`src/rtl/pwr_mode_pkg.sv`:
```
package pwr_mode_pkg;
    typedef enum logic [1:0] {
        MODE_RUN   = 2'b00,
        MODE_REST1 = 2'b01,
        MODE_REST2 = 2'b10,
        MODE_REST3 = 2'b11
    } pwr_mode_e;
endpackage

```
`src/rtl/pms_period_timer.sv`:
```
module pms_period_timer
    import pwr_mode_pkg::*;
#(
    parameter int unsigned CNT_W   = 12,
    parameter int unsigned RUN_PER = 1,
    parameter int unsigned R1_PER  = 33,
    parameter int unsigned R2_PER  = 164,
    parameter int unsigned R3_PER  = 820
) (
    input  logic      clk,
    input  logic      rst,
    input  logic      tick,
    input  logic      restart,
    input  pwr_mode_e cur_mode,
    output logic      frame_start
);
    typedef struct packed {
        logic [CNT_W-1:0] per;
        logic             frame;
    } tmr_t;

    tmr_t             s_d, s_q;
    logic [CNT_W-1:0] per_last;

    always_comb begin
        unique case (cur_mode)
            MODE_RUN:   per_last = CNT_W'(RUN_PER - 1);
            MODE_REST1: per_last = CNT_W'(R1_PER - 1);
            MODE_REST2: per_last = CNT_W'(R2_PER - 1);
            default:    per_last = CNT_W'(R3_PER - 1);
        endcase
    end

    always_comb begin
        s_d       = s_q;
        s_d.frame = 1'b0;
        if (restart) begin
            s_d.per = '0;
        end else if (tick) begin
            if (s_q.per >= per_last) begin
                s_d.per   = '0;
                s_d.frame = 1'b1;
            end else begin
                s_d.per = s_q.per + 1'b1;
            end
        end
    end

    always_ff @(posedge clk) begin
        if (rst) s_q <= '0;
        else     s_q <= s_d;
    end

    assign frame_start = s_q.frame;

    p_frame_after_tick_r5: assert property (@(posedge clk) disable iff (rst)
        frame_start |-> $past(tick));
    p_no_frame_on_restart_r5: assert property (@(posedge clk) disable iff (rst)
        restart |=> !frame_start);
endmodule

```
`src/rtl/pms_mode_fsm.sv`:
```
module pms_mode_fsm
    import pwr_mode_pkg::*;
#(
    parameter int unsigned CNT_W   = 20,
    parameter int unsigned R1_IDLE = 474,
    parameter int unsigned R2_IDLE = 16800,
    parameter int unsigned R3_IDLE = 1008000,
    parameter int unsigned WAKE    = 2000
) (
    input  logic       clk,
    input  logic       rst,
    input  logic       tick,
    input  logic       motion,
    input  logic [1:0] force_rest,
    output pwr_mode_e  cur_mode,
    output logic       mode_change
);
    typedef struct packed {
        pwr_mode_e        mode;
        logic [CNT_W-1:0] idle;
        logic [CNT_W-1:0] wake;
        logic             held;
    } fsm_t;

    fsm_t             s_d, s_q;
    logic [CNT_W-1:0] idle_last;

    always_comb begin
        unique case (s_q.mode)
            MODE_RUN:   idle_last = CNT_W'(R1_IDLE - 1);
            MODE_REST1: idle_last = CNT_W'(R2_IDLE - 1);
            default:    idle_last = CNT_W'(R3_IDLE - 1);
        endcase
    end

    always_comb begin
        s_d = s_q;
        if (force_rest != 2'b00) begin
            s_d.mode = pwr_mode_e'(force_rest);
            s_d.held = 1'b1;
            s_d.idle = '0;
            s_d.wake = '0;
        end else if (s_q.held) begin
            if (tick) begin
                if (s_q.wake >= CNT_W'(WAKE - 1)) begin
                    s_d.mode = MODE_RUN;
                    s_d.held = 1'b0;
                    s_d.wake = '0;
                    s_d.idle = '0;
                end else begin
                    s_d.wake = s_q.wake + 1'b1;
                end
            end
        end else if (motion) begin
            s_d.mode = MODE_RUN;
            s_d.idle = '0;
        end else if (tick && s_q.mode != MODE_REST3) begin
            if (s_q.idle >= idle_last) begin
                s_d.mode = pwr_mode_e'(s_q.mode + 2'd1);
                s_d.idle = '0;
            end else begin
                s_d.idle = s_q.idle + 1'b1;
            end
        end
    end

    always_ff @(posedge clk) begin
        if (rst) s_q <= '{mode: MODE_RUN, idle: '0, wake: '0, held: 1'b0};
        else     s_q <= s_d;
    end

    assign cur_mode    = s_q.mode;
    assign mode_change = (s_d.mode != s_q.mode);

    p_motion_to_run_r4: assert property (@(posedge clk) disable iff (rst)
        (motion && force_rest == 2'b00 && !s_q.held) |=> (cur_mode == MODE_RUN));
    p_force_level_r6: assert property (@(posedge clk) disable iff (rst)
        (force_rest != 2'b00) |=> (cur_mode == pwr_mode_e'($past(force_rest))));
    p_single_step_r2: assert property (@(posedge clk) disable iff (rst)
        (force_rest == 2'b00 && !s_q.held) |=>
        (cur_mode == MODE_RUN || cur_mode == $past(cur_mode)
         || cur_mode == pwr_mode_e'($past(cur_mode) + 2'd1)));
    p_wake_hold_r8: assert property (@(posedge clk) disable iff (rst)
        (force_rest == 2'b00 && s_q.held && !tick) |=> $stable(cur_mode));
endmodule

```
`src/rtl/pwr_mode_seq.sv`:
```
module pwr_mode_seq
    import pwr_mode_pkg::*;
#(
    parameter int unsigned RUN_PER = 1,
    parameter int unsigned R1_PER  = 33,
    parameter int unsigned R2_PER  = 164,
    parameter int unsigned R3_PER  = 820,
    parameter int unsigned R1_IDLE = 474,
    parameter int unsigned R2_IDLE = 16800,
    parameter int unsigned R3_IDLE = 1008000,
    parameter int unsigned WAKE    = 2000
) (
    input  logic       clk,
    input  logic       rst,
    input  logic       tick,
    input  logic       motion,
    input  logic [1:0] force_rest,
    output logic       frame_start,
    output logic [1:0] mode
);
    localparam int unsigned MAX_PER  = (R3_PER > R2_PER ? R3_PER : R2_PER) > (R1_PER > RUN_PER ? R1_PER : RUN_PER)
                                     ? (R3_PER > R2_PER ? R3_PER : R2_PER) : (R1_PER > RUN_PER ? R1_PER : RUN_PER);
    localparam int unsigned MAX_IDL  = (R3_IDLE > R2_IDLE ? R3_IDLE : R2_IDLE) > (R1_IDLE > WAKE ? R1_IDLE : WAKE)
                                     ? (R3_IDLE > R2_IDLE ? R3_IDLE : R2_IDLE) : (R1_IDLE > WAKE ? R1_IDLE : WAKE);
    localparam int unsigned PER_W    = $clog2(MAX_PER + 1);
    localparam int unsigned IDL_W    = $clog2(MAX_IDL + 1);

    pwr_mode_e cur_mode;
    logic      mode_change;

    pms_mode_fsm #(
        .CNT_W   (IDL_W),
        .R1_IDLE (R1_IDLE),
        .R2_IDLE (R2_IDLE),
        .R3_IDLE (R3_IDLE),
        .WAKE    (WAKE)
    ) i_fsm (
        .clk         (clk),
        .rst         (rst),
        .tick        (tick),
        .motion      (motion),
        .force_rest  (force_rest),
        .cur_mode    (cur_mode),
        .mode_change (mode_change)
    );

    pms_period_timer #(
        .CNT_W   (PER_W),
        .RUN_PER (RUN_PER),
        .R1_PER  (R1_PER),
        .R2_PER  (R2_PER),
        .R3_PER  (R3_PER)
    ) i_timer (
        .clk         (clk),
        .rst         (rst),
        .tick        (tick),
        .restart     (mode_change),
        .cur_mode    (cur_mode),
        .frame_start (frame_start)
    );

    assign mode = cur_mode;

    p_reset_run_r1: assert property (@(posedge clk)
        rst |=> (mode == 2'b00 && !frame_start));
endmodule

```
`config.mk`:
```
export PLATFORM = sky130hd
export DESIGN_NAME = pwr_mode_seq
export DESIGN_NICKNAME = d
export VERILOG_FILES = /design/src/rtl/pwr_mode_pkg.sv /design/src/rtl/pms_period_timer.sv /design/src/rtl/pms_mode_fsm.sv /design/src/rtl/pwr_mode_seq.sv
export SDC_FILE = /design/constraint.sdc
export NUM_CORES = 1
export LEC_CHECK = 0
export ABC_CLOCK_PERIOD_IN_PS = 3050
export BUFFER_PORTS_ARGS = -buffer_cell sky130_fd_sc_hd__buf_2
export CORE_MARGIN = 1
export CORE_UTILIZATION = 30
export CTS_BUF_LIST = sky130_fd_sc_hd__clkbuf_8
export DETAILED_ROUTE_END_ITERATION = 10
export MAX_ROUTING_LAYER = met4
export SETUP_SLACK_MARGIN = 0.3
export SLEW_MARGIN = 25
export SYNTH_ARGS = -nofsm -noshare
export SYNTH_HDL_FRONTEND = slang
export SYNTH_SLANG_ARGS = --single-unit
```
`constraint.sdc`:
```
create_clock -name clk -period 3.05 [get_ports clk]
set_input_delay 0.61 -clock clk [delete_from_list [all_inputs] [get_ports clk]]
set_output_delay 0.61 -clock clk [all_outputs]
set_load 0.05 [all_outputs]
```
==> results of run 1 <==
cell families (layout without fill, tap and decap cells):
family,Yosys count,in the layout
buffers and inverters,29,52
DFF,54,54
adders and majority gates,25,25
xor gates and xnor gates,16,16
and+or+nand+nor,194,194
AOI/OAI and AO/OA,74,74
muxes,1,1
path summary, 6_finish.rpt:
check	start	cells after the start	slack, ns	to
setup / recovery	i_fsm.cur_mode[0]$_SDFF_PP0_	13	0.17	i_fsm.s_q[38]$_SDFFE_PP0P_
hold / removal	i_fsm.s_q[11]$_SDFFE_PP0P_	2	0.49	i_fsm.s_q[11]$_SDFFE_PP0P_
setup reg to reg	i_fsm.cur_mode[0]$_SDFF_PP0_	13	0.17	i_fsm.s_q[38]$_SDFFE_PP0P_
hold reg to reg	i_fsm.s_q[11]$_SDFFE_PP0P_	2	0.49	i_fsm.s_q[11]$_SDFFE_PP0P_
area by class of cell:
cell class | instances | area share
clock buffers | 5 | 0.0182
multi-input cells | 310 | 0.552
repair buffers | 31 | 0.0715
well taps | 136 | 0.0450
clock inverters | 3 | 0.0119
flip-flops and latches | 54 | 0.288
inverters | 13 | 0.0136
state kept, by name, indices dropped and copies added (netlist names):
| signal | count |
|---|---|
| i_fsm.s_q | 41 |
| i_fsm.cur_mode | 2 |
| i_timer.frame_start | 1 |
| i_timer.s_q | 10 |
power by group through the flow:
stage	registers (W)	logic [W]	clock network (W)
after floorplan	0.000732	0.000116	0
after global placement	0.000732	0.000155	0
after detailed placement	0.000732	0.000156	0
after CTS	0.000714	0.000171	0.000506
after global routing	0.000717	0.000216	0.000544
final	0.000715	0.000195	0.000486
stage by stage:
step | cell area [sq um] | utilization
after floorplan | 3240 | -
after global placement | 3440 | 0.337
after detailed placement | 3440 | 0.337
after CTS | 3640 | 0.356
after global routing | 3780 | 0.370
final | 3780 | 0.370
layout by cell type, fill, tap and decap left out, drive strengths merged, types with 6 or more instances in the layout:
master  netlist  routed
inv          13      13
nand3b        6       6
o21ai        12      12
nand4        11      11
clkbuf       12       6
buf           4      30
nor2         45      45
a21oi        17      17
nor3         13      13
ha           25      25
dfxtp        54      54
a31oi        19      19
and3          7       7
nand2        38      38
or3          14      14
nand3        30      30
xor2         11      11
critical path, cell delays in order, from the launching register on:
cell and delay, ns:
dfxtp_4 0.39, inv_4 0.05, ha_4 0.15, or2_4 0.27, buf_12 0.14, ha_4 0.21
nand4_1 0.11, buf_4 0.13, nor2_1 0.04, a22o_1 0.21, or3_4 0.46, clkbuf_16 0.17
or3_1 0.31, a31oi_1 0.17
repair_timing:
action | 4_1_cts | 5_1_grt
buffers inserted | 8 | 5
gates cloned | 0 | 2
resized for setup | 3 | 14
endpoints found under the setup margin | 28 | 33
pin swaps | 12 | 26
hold buffers | 0 | 0
metal layers:
layer / up-vias / part of all wire
li1: 1478 / -
met1: 1346 / 0.50
met2: 42 / 0.46
met3: 11 / 0.028
met4: 0 / 0.011
met5: - / 0
==> run_results.csv, run 1 <==
group,metric,value,unit
status,status,"finished clean",
clocking,cts_sinks,54,
final_layout,fillers,1030,
final_layout,multi_input_area,2090,sq um
final_layout,syn2layout_area_growth,20.3,%
global_routing,grt_overflow,0,
timing,worst_slack,0.171,ns
power_and_ir_drop,totalPowerFinal,0.00140,W
yosys,synth_area_per_cell,8.00,sq um
yosys,synth-simple-area-share,0.318,
floorplan,die_area,10900,sq um
placement,hpwl,5000,um
clocking,clkTransAtPathRegs,0.10,ns
yosys,netlist.area_leader.share,0.344,
power_and_ir_drop,switchingPower,0.000358,W
final_layout,layout-drive-gt1-share,0.159,
final_layout,layoutNonFillerInstCount,552,
clocking,clk_path_buf_depth,2,
clocking,h-tree-depth,2,
floorplan,fp.dieH,104,um
yosys,synthFlopType,"dfxtp_1",
power_and_ir_drop,power_density,369,nW/um^2
yosys,ys_types,51,
global_routing,grt.met1_usage,0.181,
worst_setup_path,worstPathRequired,3.29,ns
timing,fmax,347,MHz
worst_setup_path,crit_path_end_kind,"register",
yosys,yosys_warnings,0,
drt,via_per_inst,5.21,
drt,vias,2877,
drt,dr.pass1.iters,4,
placement,placedCellCount,529,
timing,holdWs,0.492,ns
power_and_ir_drop,p_leak,1.25,nW
yosys,synth_top_family_by_area,"simple AND/OR/NAND/NOR gates",
clocking,cts_buffers,5,
yosys,synthMuxAreaShare,0.00318,
power_and_ir_drop,p_clk_frac,0.348,
final_layout,finalNetCount,446,
global_routing,grt_pass1_vias,2650,
global_routing,grt_pass1_wl,12200,um
timing,relSlewSlack,0.536,
placement,dp_slack,0.0754,ns
timing,fin_skew,0.0111,ns
flow_run,maxCapViolations,0,
timing,rsz0062_at_grt,"true",
yosys,synth.cell_area,3140,sq um
power_and_ir_drop,power_frac_comb,0.140,
yosys,synth_fa_ha_area_frac,0.0995,
yosys,synth_common_cells,"54 x dfxtp_1, 45 x nor2_1, 38 x nand2_1, 30 x nand3_1, 25 x ha_1",
timing,period_minus_slack,2.88,ns
yosys,yosysTopAreaCell,"dfxtp_1",
floorplan,die-width,104,um
worst_setup_path,cp.arrival,3.12,ns
floorplan,coreArea,10200,sq um
yosys,synth_nets,424,
worst_setup_path,crit_type,"register to register",
timing,worstMarginPinSlew,0.695,ns
power_and_ir_drop,power.internal,0.00104,W
timing,period_share,0.944,
floorplan,rows,37,
clocking,clockRootBuffer,"clkbuf_8",
floorplan,initial_core_util,0.307,
placement,routabilityCongestion,0.788,
final_layout,regArea,1090,sq um
yosys,synth.area.top_cells,"dfxtp_1 34%, ha_1 9.9%, nor2_1 5.4%",
power_and_ir_drop,pwr-share-seq,0.512,
timing,setup_viol,0,
power_and_ir_drop,swShare,0.256,
yosys,synth_compound_area_frac,0.152,
final_layout,antenna_cells,0,
global_routing,grt_max_degree,24,
drt,drt_iter0_markers,99,
yosys,synth_edf_count,0,
yosys,synth-async-reset-ratio,0,
hold_path,hold_path_class,"register to register",
global_routing,grt_use_total,0.138,
global_routing,met3_usage,0.0257,
floorplan,io_pins,9,
drt,drt_wl_total,7140,um
global_routing,grt_util_met2,0.214,
drt,ant_nets,0,
worst_setup_path,crit_fanout,7,
global_routing,gr-max-usage-layer,"met2",
timing,drv_slew,0,
yosys,synth.most_common_cell,"dfxtp_1",
placement,io_buffers,8,
yosys,synth-seq-cells,54,
clocking,cts_tree,"built",
yosys,syn_inst,393,
timing,final.setup.tns,0,ns
yosys,synth_xor_area_frac,0.0446,
timing,hold_viol,0,
drt,post-route-drc-count,0,
worst_setup_path,cp-start-kind,"register",
yosys,ys_seq_area_frac,0.344,
global_routing,antenna_found_initial,0,
clocking,worstSkewPairLatency,0.31,ns
power_and_ir_drop,vdd_ir_drop_max,0.180,mV
drt,wl_per_cell,12.9,um
No activity file was read; power rests on OpenSTA's default activity.
==> inputs of run 2 (changes only) <==
- ABC_CLOCK_PERIOD_IN_PS: 3050 -> 3650
- clock period: 3.05 -> 3.65 ns (I/O delays scaled with it)
==> run 2 against run 1 <==
Effect of this change:
- register-to-register slack better by 0.24 ns
- non-clock buffer count down 15
- design area down 8.4%
- via count down 3.2%
- power down 18%
- die area unchanged
- sequential share of layout area up 2.5 points
- flip-flop and latch count unchanged
- hold slack worse by 0.0047 ns
- largest cell class unchanged
- largest power group unchanged
==> run_results.csv, run 2 (synthesis gave the netlist of run 1 again) <==
group,metric,value,unit
status,status,"finished clean",
clocking,clockRootBuffer,"clkbuf_8",
worst_setup_path,crit_fanout,13,
final_layout,multi_input_area,1950,sq um
clocking,ctsHoldBuffers,0,
placement,placedCellCount,528,
final_layout,layout-drive-gt1-share,0.0798,
worst_setup_path,critPathSlowestCell,"or4_1",
timing,final.setup.tns,0,ns
timing,fin_skew,0.0160,ns
global_routing,grt_use_total,0.131,
worst_setup_path,crit_chain,"inv_1 > ha_1 > or2_4 > ha_1 > a211oi_1 > nor2_1 > or3_4 > or3_4 > or4_1 > a31oi_1",
clocking,cts_sinks,54,
floorplan,coreArea,10200,sq um
power_and_ir_drop,vdd_ir_drop_max,0.153,mV
timing,fmax,309,MHz
power_and_ir_drop,power.internal,0.000845,W
final_layout,fin_util,0.339,
floorplan,initial_core_util,0.307,
final_layout,layoutNonFillerInstCount,537,
power_and_ir_drop,pwr-share-seq,0.524,
power_and_ir_drop,switchingPower,0.000296,W
worst_setup_path,worst_r2r_path_depth,10,
drt,via_per_inst,5.19,
timing,rsz0062_at_grt,"false",
final_layout,fillers,1052,
global_routing,grt_pass1_vias,2623,
placement,routabilityCongestion,0.808,
drt,dr.pass1.iters,4,
hold_path,hp-start,"i_fsm.s_q[20]$_SDFFE_PP0P_",
floorplan,fp.dieH,104,um
timing,drv_slew,0,
clocking,worstSkewPairLatency,0.32,ns
worst_setup_path,r2r_slack,0.41,ns
global_routing,grt_overflow,0,
timing,worstMarginPinSlew,0.879,ns
worst_setup_path,worstReg2RegEnd,"i_fsm.s_q[32]$_SDFFE_PP0P_",
clocking,cts_tree,"built",
power_and_ir_drop,swShare,0.259,
final_layout,regArea,1080,sq um
timing,setup_viol,0,
floorplan,rows,37,
placement,io_buffers,8,
worst_setup_path,worstPathRequired,3.88,ns
power_and_ir_drop,totalPowerFinal,0.00114,W
floorplan,die_area,10900,sq um
global_routing,antenna_found_initial,0,
hold_path,hold_path_class,"register to register",
floorplan,die-width,104,um
final_layout,layout_commonest_cell,"dfxtp_1",
clocking,clkTransAtPathRegs,0.11,ns
final_layout,final_cell_mix,"53 x dfxtp_1, 45 x nor2_1, 38 x nand2_1",
worst_setup_path,r2r_start,"i_fsm.cur_mode[0]$_SDFF_PP0_",
power_and_ir_drop,power_frac_comb,0.107,
global_routing,grt_pass1_wl,11500,um
drt,drt_iter0_markers,90,
power_and_ir_drop,p_leak,1.17,nW
worst_setup_path,crit_type,"register to register",
worst_setup_path,cp_slowest_stage_delay,0.54,ns
drt,wl_per_cell,12.5,um
worst_setup_path,cp.arrival,3.47,ns
placement,hpwl,4880,um
final_layout,finalNetCount,431,
drt,vias,2785,
power_and_ir_drop,p_clk_frac,0.369,
hold_path,min_to,"i_fsm.s_q[20]$_SDFFE_PP0P_",
final_layout,largest-register,"i_fsm.s_q",
drt,ant_nets,0,
final_layout,syn2layout_area_growth,10.2,%
final_layout,largest_register_ff_count,41,
floorplan,io_pins,9,
timing,hold_viol,0,
flow_run,maxCapViolations,0,
power_and_ir_drop,power_density,329,nW/um^2
timing,relSlewSlack,0.414,
worst_setup_path,critPathBufInv,1,
timing,period_share,0.887,
drt,post-route-drc-count,0,
drt,drt_wl_total,6730,um
final_layout,antenna_cells,0,
worst_setup_path,crit_path_end_kind,"register",
clocking,clk_path_buf_depth,2,
clocking,h-tree-depth,2,
global_routing,grt_max_degree,24,
worst_setup_path,cp-start-kind,"register",
worst_setup_path,crit_family,"simple AND/OR/NAND/NOR gates",
hold_path,hold_depth,2,
clocking,cts_buffers,5,
timing,period_minus_slack,3.24,ns
==> run 2: cell count changes in the layout (fill, tap and decap cells not counted), sizes merged <==
cell      before  now
clkinvlp       2    0
buf           30   16
clkinv         0    1
clkbuf         6    5
inv           13   14
==> run 2: repair_timing <==
action                     4_1_cts  5_1_grt
hold endpoints to repair         0        0
setup endpoints to repair        3        3
setup buffers                    0        1
pin swaps                        0        1
resized for setup                2        0
==> run 2: final cells by class <==
cell class | count | area share
multi-input combinational | 310 | 0.562
sequential | 54 | 0.312
tap | 136 | 0.0491
clock buffer | 5 | 0.0199
clock inverter | 3 | 0.0137
timing repair buffer | 16 | 0.0289
inverter | 13 | 0.0141
==> run 2: worst max path at each step <==
| stage | from | end | slack [ns] | depth (start not counted) |
|---|---|---|---|---|
| 6_report | i_fsm.cur_mode[0]$_SDFF_PP0_ | i_fsm.s_q[32]$_SDFFE_PP0P_ | 0.41 | 10 |
| 5_1_grt | i_fsm.cur_mode[0]$_SDFF_PP0_ | i_fsm.s_q[32]$_SDFFE_PP0P_ | 0.30 | 11 |
| 4_1_cts | i_fsm.cur_mode[0]$_SDFF_PP0_ | i_fsm.s_q[32]$_SDFFE_PP0P_ | 0.35 | 10 |
| 3_5_place_dp | i_fsm.cur_mode[0]$_SDFF_PP0_ | i_fsm.s_q[32]$_SDFFE_PP0P_ | 0.24 | 10 |
| 3_3_place_gp | i_fsm.cur_mode[0]$_SDFF_PP0_ | i_fsm.s_q[31]$_SDFFE_PP0P_ | 0.37 | 10 |
| 2_1_floorplan | i_fsm.cur_mode[0]$_SDFF_PP0_ | i_fsm.s_q[31]$_SDFFE_PP0P_ | 0.51 | 10 |
==> run 2: power by group through the flow <==
stage	combinational (W)	clock (W)	sequential [W]
4_1_cts	0.000122	0.000437	0.000598
2_1_floorplan	0.0000870	0	0.000611
6_report	0.000122	0.000421	0.000598
3_5_place_dp	0.000121	0	0.000611
5_1_grt	0.000137	0.000462	0.000599
3_3_place_gp	0.000116	0	0.000611
==> run 2: stage by stage <==
stage / area (sq um) / hold WS, ns / setup slack (ns)
2_1_floorplan: 3140 / 0.438 / 0.508
3_3_place_gp: 3340 / 0.456 / 0.368
3_5_place_dp: 3340 / 0.470 / 0.237
4_1_cts: 3460 / 0.497 / 0.350
5_1_grt: 3460 / 0.523 / 0.301
6_report: 3460 / 0.488 / 0.411
==> run 2: routing by layer <==
layer,vias to the layer above,GRT usage,routed length [um]
li1,1453,-,-
met1,1305,0.156,3250
met2,18,0.222,3250
met3,9,0.0232,147
met4,0,0.0408,91
met5,-,-,0
==> run 2: worst reg2reg max path: stages (launching register included) <==
cell,delay (ns)
dfxtp_2,0.38
inv_1,0.08
ha_1,0.29
or2_4,0.32
ha_1,0.30
a211oi_1,0.23
nor2_1,0.07
or3_4,0.34
or3_4,0.42
or4_1,0.54
a31oi_1,0.17
==> inputs of run 3 (changes only) <==
- ABC_CLOCK_PERIOD_IN_PS: 3650 -> 2820
- clock period: 3.65 -> 2.82 ns (I/O delays scaled with it)
==> run 3 against run 2 <==
Effect of this change:
- the flow now finishes with violations (setup timing)
- fmax is 12% higher
- first-iteration DRC count is 4.4% higher
- core utilization is 3.0 points higher
- flip-flop and latch count stayed put
- power is 24% higher
- clock power is 4% higher
- clock skew is 0.011 ns lower
- critical path type unchanged
==> run_results.csv, run 3 (synthesis gave the netlist of run 1 again) <==
group,metric,value,unit
drt,via_per_inst,5.24,
floorplan,die_area,10900,sq um
worst_setup_path,cp.arrival,3.14,ns
placement,io_buffers,8,
timing,rsz0062_at_grt,"true",
power_and_ir_drop,totalPowerFinal,0.00141,W
power_and_ir_drop,power.internal,0.00102,W
drt,dr.pass1.iters,4,
timing,fmax,347,MHz
floorplan,die-width,104,um
power_and_ir_drop,p_clk_frac,0.309,
worst_setup_path,r2r_slack,-0.06,ns
clocking,cts_tree,"built",
worst_setup_path,crit_type,"register to register",
final_layout,multi_input_area,2120,sq um
drt,drt_iter0_markers,94,
hold_path,min_to,"i_fsm.s_q[2]$_SDFFE_PP0P_",
worst_setup_path,worst_r2r_path_depth,10,
timing,period_minus_slack,2.88,ns
flow_run,maxCapViolations,0,
clocking,clockRootBuffer,"clkbuf_8",
timing,drv_slew,0,
power_and_ir_drop,p_leak,1.24,nW
global_routing,grt_use_total,0.142,
status,status,"finished, violations left",
worst_setup_path,crit_fanout,7,
final_layout,largest-register,"i_fsm.s_q",
global_routing,grt_pass1_wl,12400,um
timing,worstMarginPinSlew,0.557,ns
clocking,cts_buffers,5,
worst_setup_path,worstReg2RegEnd,"i_fsm.s_q[33]$_SDFFE_PP0P_",
final_layout,syn2layout_area_growth,20.1,%
floorplan,io_pins,9,
power_and_ir_drop,power_density,374,nW/um^2
final_layout,finalNetCount,449,
final_layout,largest_register_ff_count,41,
final_layout,final_cell_mix,"52 x dfxtp_1, 40 x nor2_1, 38 x nand2_1",
timing,worst_slack,-0.0637,ns
timing,fin_skew,0.00484,ns
final_layout,layout-drive-gt1-share,0.179,
worst_setup_path,worstPathRequired,3.07,ns
hold_path,hp-start,"i_fsm.s_q[2]$_SDFFE_PP0P_",
worst_setup_path,crit_path_end_kind,"register",
power_and_ir_drop,pwr-share-seq,0.547,
hold_path,hold_path_class,"register to register",
clocking,h-tree-depth,2,
global_routing,antenna_found_initial,0,
clocking,cts_sinks,54,
placement,hpwl,5040,um
timing,relSlewSlack,0.629,
global_routing,grt_max_degree,24,
clocking,clkTransAtPathRegs,0.10,ns
floorplan,fp.dieH,104,um
worst_setup_path,crit_path_start,"i_fsm.cur_mode[0]$_SDFF_PP0_",
drt,wl_per_cell,13.1,um
power_and_ir_drop,switchingPower,0.000391,W
floorplan,rows,37,
final_layout,fillers,1041,
drt,vias,2903,
placement,routabilityCongestion,0.808,
global_routing,grt_pass1_vias,2753,
clocking,worstSkewPairLatency,0.31,ns
timing,setup_viol,6,
drt,drt_wl_total,7280,um
hold_path,hold_depth,2,
worst_setup_path,cp-start-kind,"register",
worst_setup_path,r2r_start,"i_fsm.cur_mode[0]$_SDFF_PP0_",
floorplan,initial_core_util,0.307,
drt,ant_nets,0,
clocking,clk_path_buf_depth,2,
floorplan,coreArea,10200,sq um
final_layout,fin_util,0.369,
timing,hold_viol,0,
final_layout,layout_commonest_cell,"dfxtp_1",
final_layout,antenna_cells,0,
power_and_ir_drop,vdd_ir_drop_max,0.203,mV
status,violations,"setup timing",
timing,period_share,1.02,
power_and_ir_drop,swShare,0.277,
global_routing,grt_overflow,0,
final_layout,regArea,1090,sq um
drt,post-route-drc-count,0,
power_and_ir_drop,power_frac_comb,0.144,
-- run 3: cell types whose count changed in the layout (fill, tap and decap cells not counted), sizes merged --
cell      before  now
clkinv         1    0
clkinvlp       0    1
bufinv         1    0
buf           16   34
-- run 3: repair_timing --
item | CTS | global route
buffers inserted | 4 | 4
endpoints found under the setup margin | 33 | 33
pin swaps | 17 | 19
endpoints found under the hold margin | 0 | 0
gates resized for setup | 7 | 19
gates cloned | 1 | 0
hold buffers | 0 | 0
-- run 3: power by group through the flow --
stage               sequential [W]  combinational [W]  clock, W
floorplan                 0.000792           0.000128         0
detailed placement        0.000789           0.000184         0
finish                    0.000772           0.000203  0.000436
global route              0.000773           0.000226  0.000497
global placement          0.000789           0.000179         0
CTS                       0.000772           0.000193  0.000458
-- run 3: layout make-up --
| class | instances | share of cell area |
|---|---|---|
| clock inverter | 2 | 0.00364 |
| multi-input combinational | 310 | 0.562 |
| inverter | 13 | 0.0142 |
| sequential | 54 | 0.288 |
| tap | 136 | 0.0451 |
| clock buffer | 5 | 0.0182 |
| timing repair buffer | 34 | 0.0683 |
-- run 3: worst max-delay path, stage by stage, from the launching register on --
cell	delay, ns
dfxtp_4	0.38
inv_4	0.04
ha_4	0.14
or2_4	0.33
ha_4	0.24
nand4_1	0.15
a21oi_1	0.06
or3_4	0.37
or3_4	0.43
or4_4	0.54
a21oi_2	0.14
-- run 3: metrics by stage --
stage / hold slack (ns) / std cells / cell area (sq um) / setup slack [ns] / TNS, ns
after global placement: 0.457 / 538 / 3530 / 0.00713 / 0
final: 0.488 / 554 / 3780 / -0.0637 / -0.154
after global routing: 0.525 / 554 / 3780 / -0.183 / -2.40
after CTS: 0.492 / 550 / 3670 / -0.0460 / -0.275
after floorplan: 0.438 / 393 / 3270 / 0.117 / 0
after detailed placement: 0.477 / 538 / 3530 / -0.0486 / -0.0486
-- run 3: per-layer routing --
metal,track usage,share of wire,vias to the layer above,wire [um]
met5,-,0,-,0
met4,0.0418,0.011,0,80
met3,0.0338,0.036,7,264
met2,0.230,0.48,43,3490
met1,0.173,0.47,1373,3440
li1,-,-,1480,-
-- run 3: worst max-delay path by stage --
stage / endpoint / depth (start not counted) / slack, ns
after floorplan: i_fsm.s_q[33]$_SDFFE_PP0P_ / 10 / 0.12
after global placement: i_fsm.s_q[33]$_SDFFE_PP0P_ / 11 / 0.007
after detailed placement: i_fsm.s_q[33]$_SDFFE_PP0P_ / 10 / -0.05
after CTS: i_fsm.s_q[35]$_SDFFE_PP0P_ / 11 / -0.05
after global routing: i_fsm.s_q[38]$_SDFFE_PP0P_ / 11 / -0.18
final: i_fsm.s_q[33]$_SDFFE_PP0P_ / 10 / -0.06
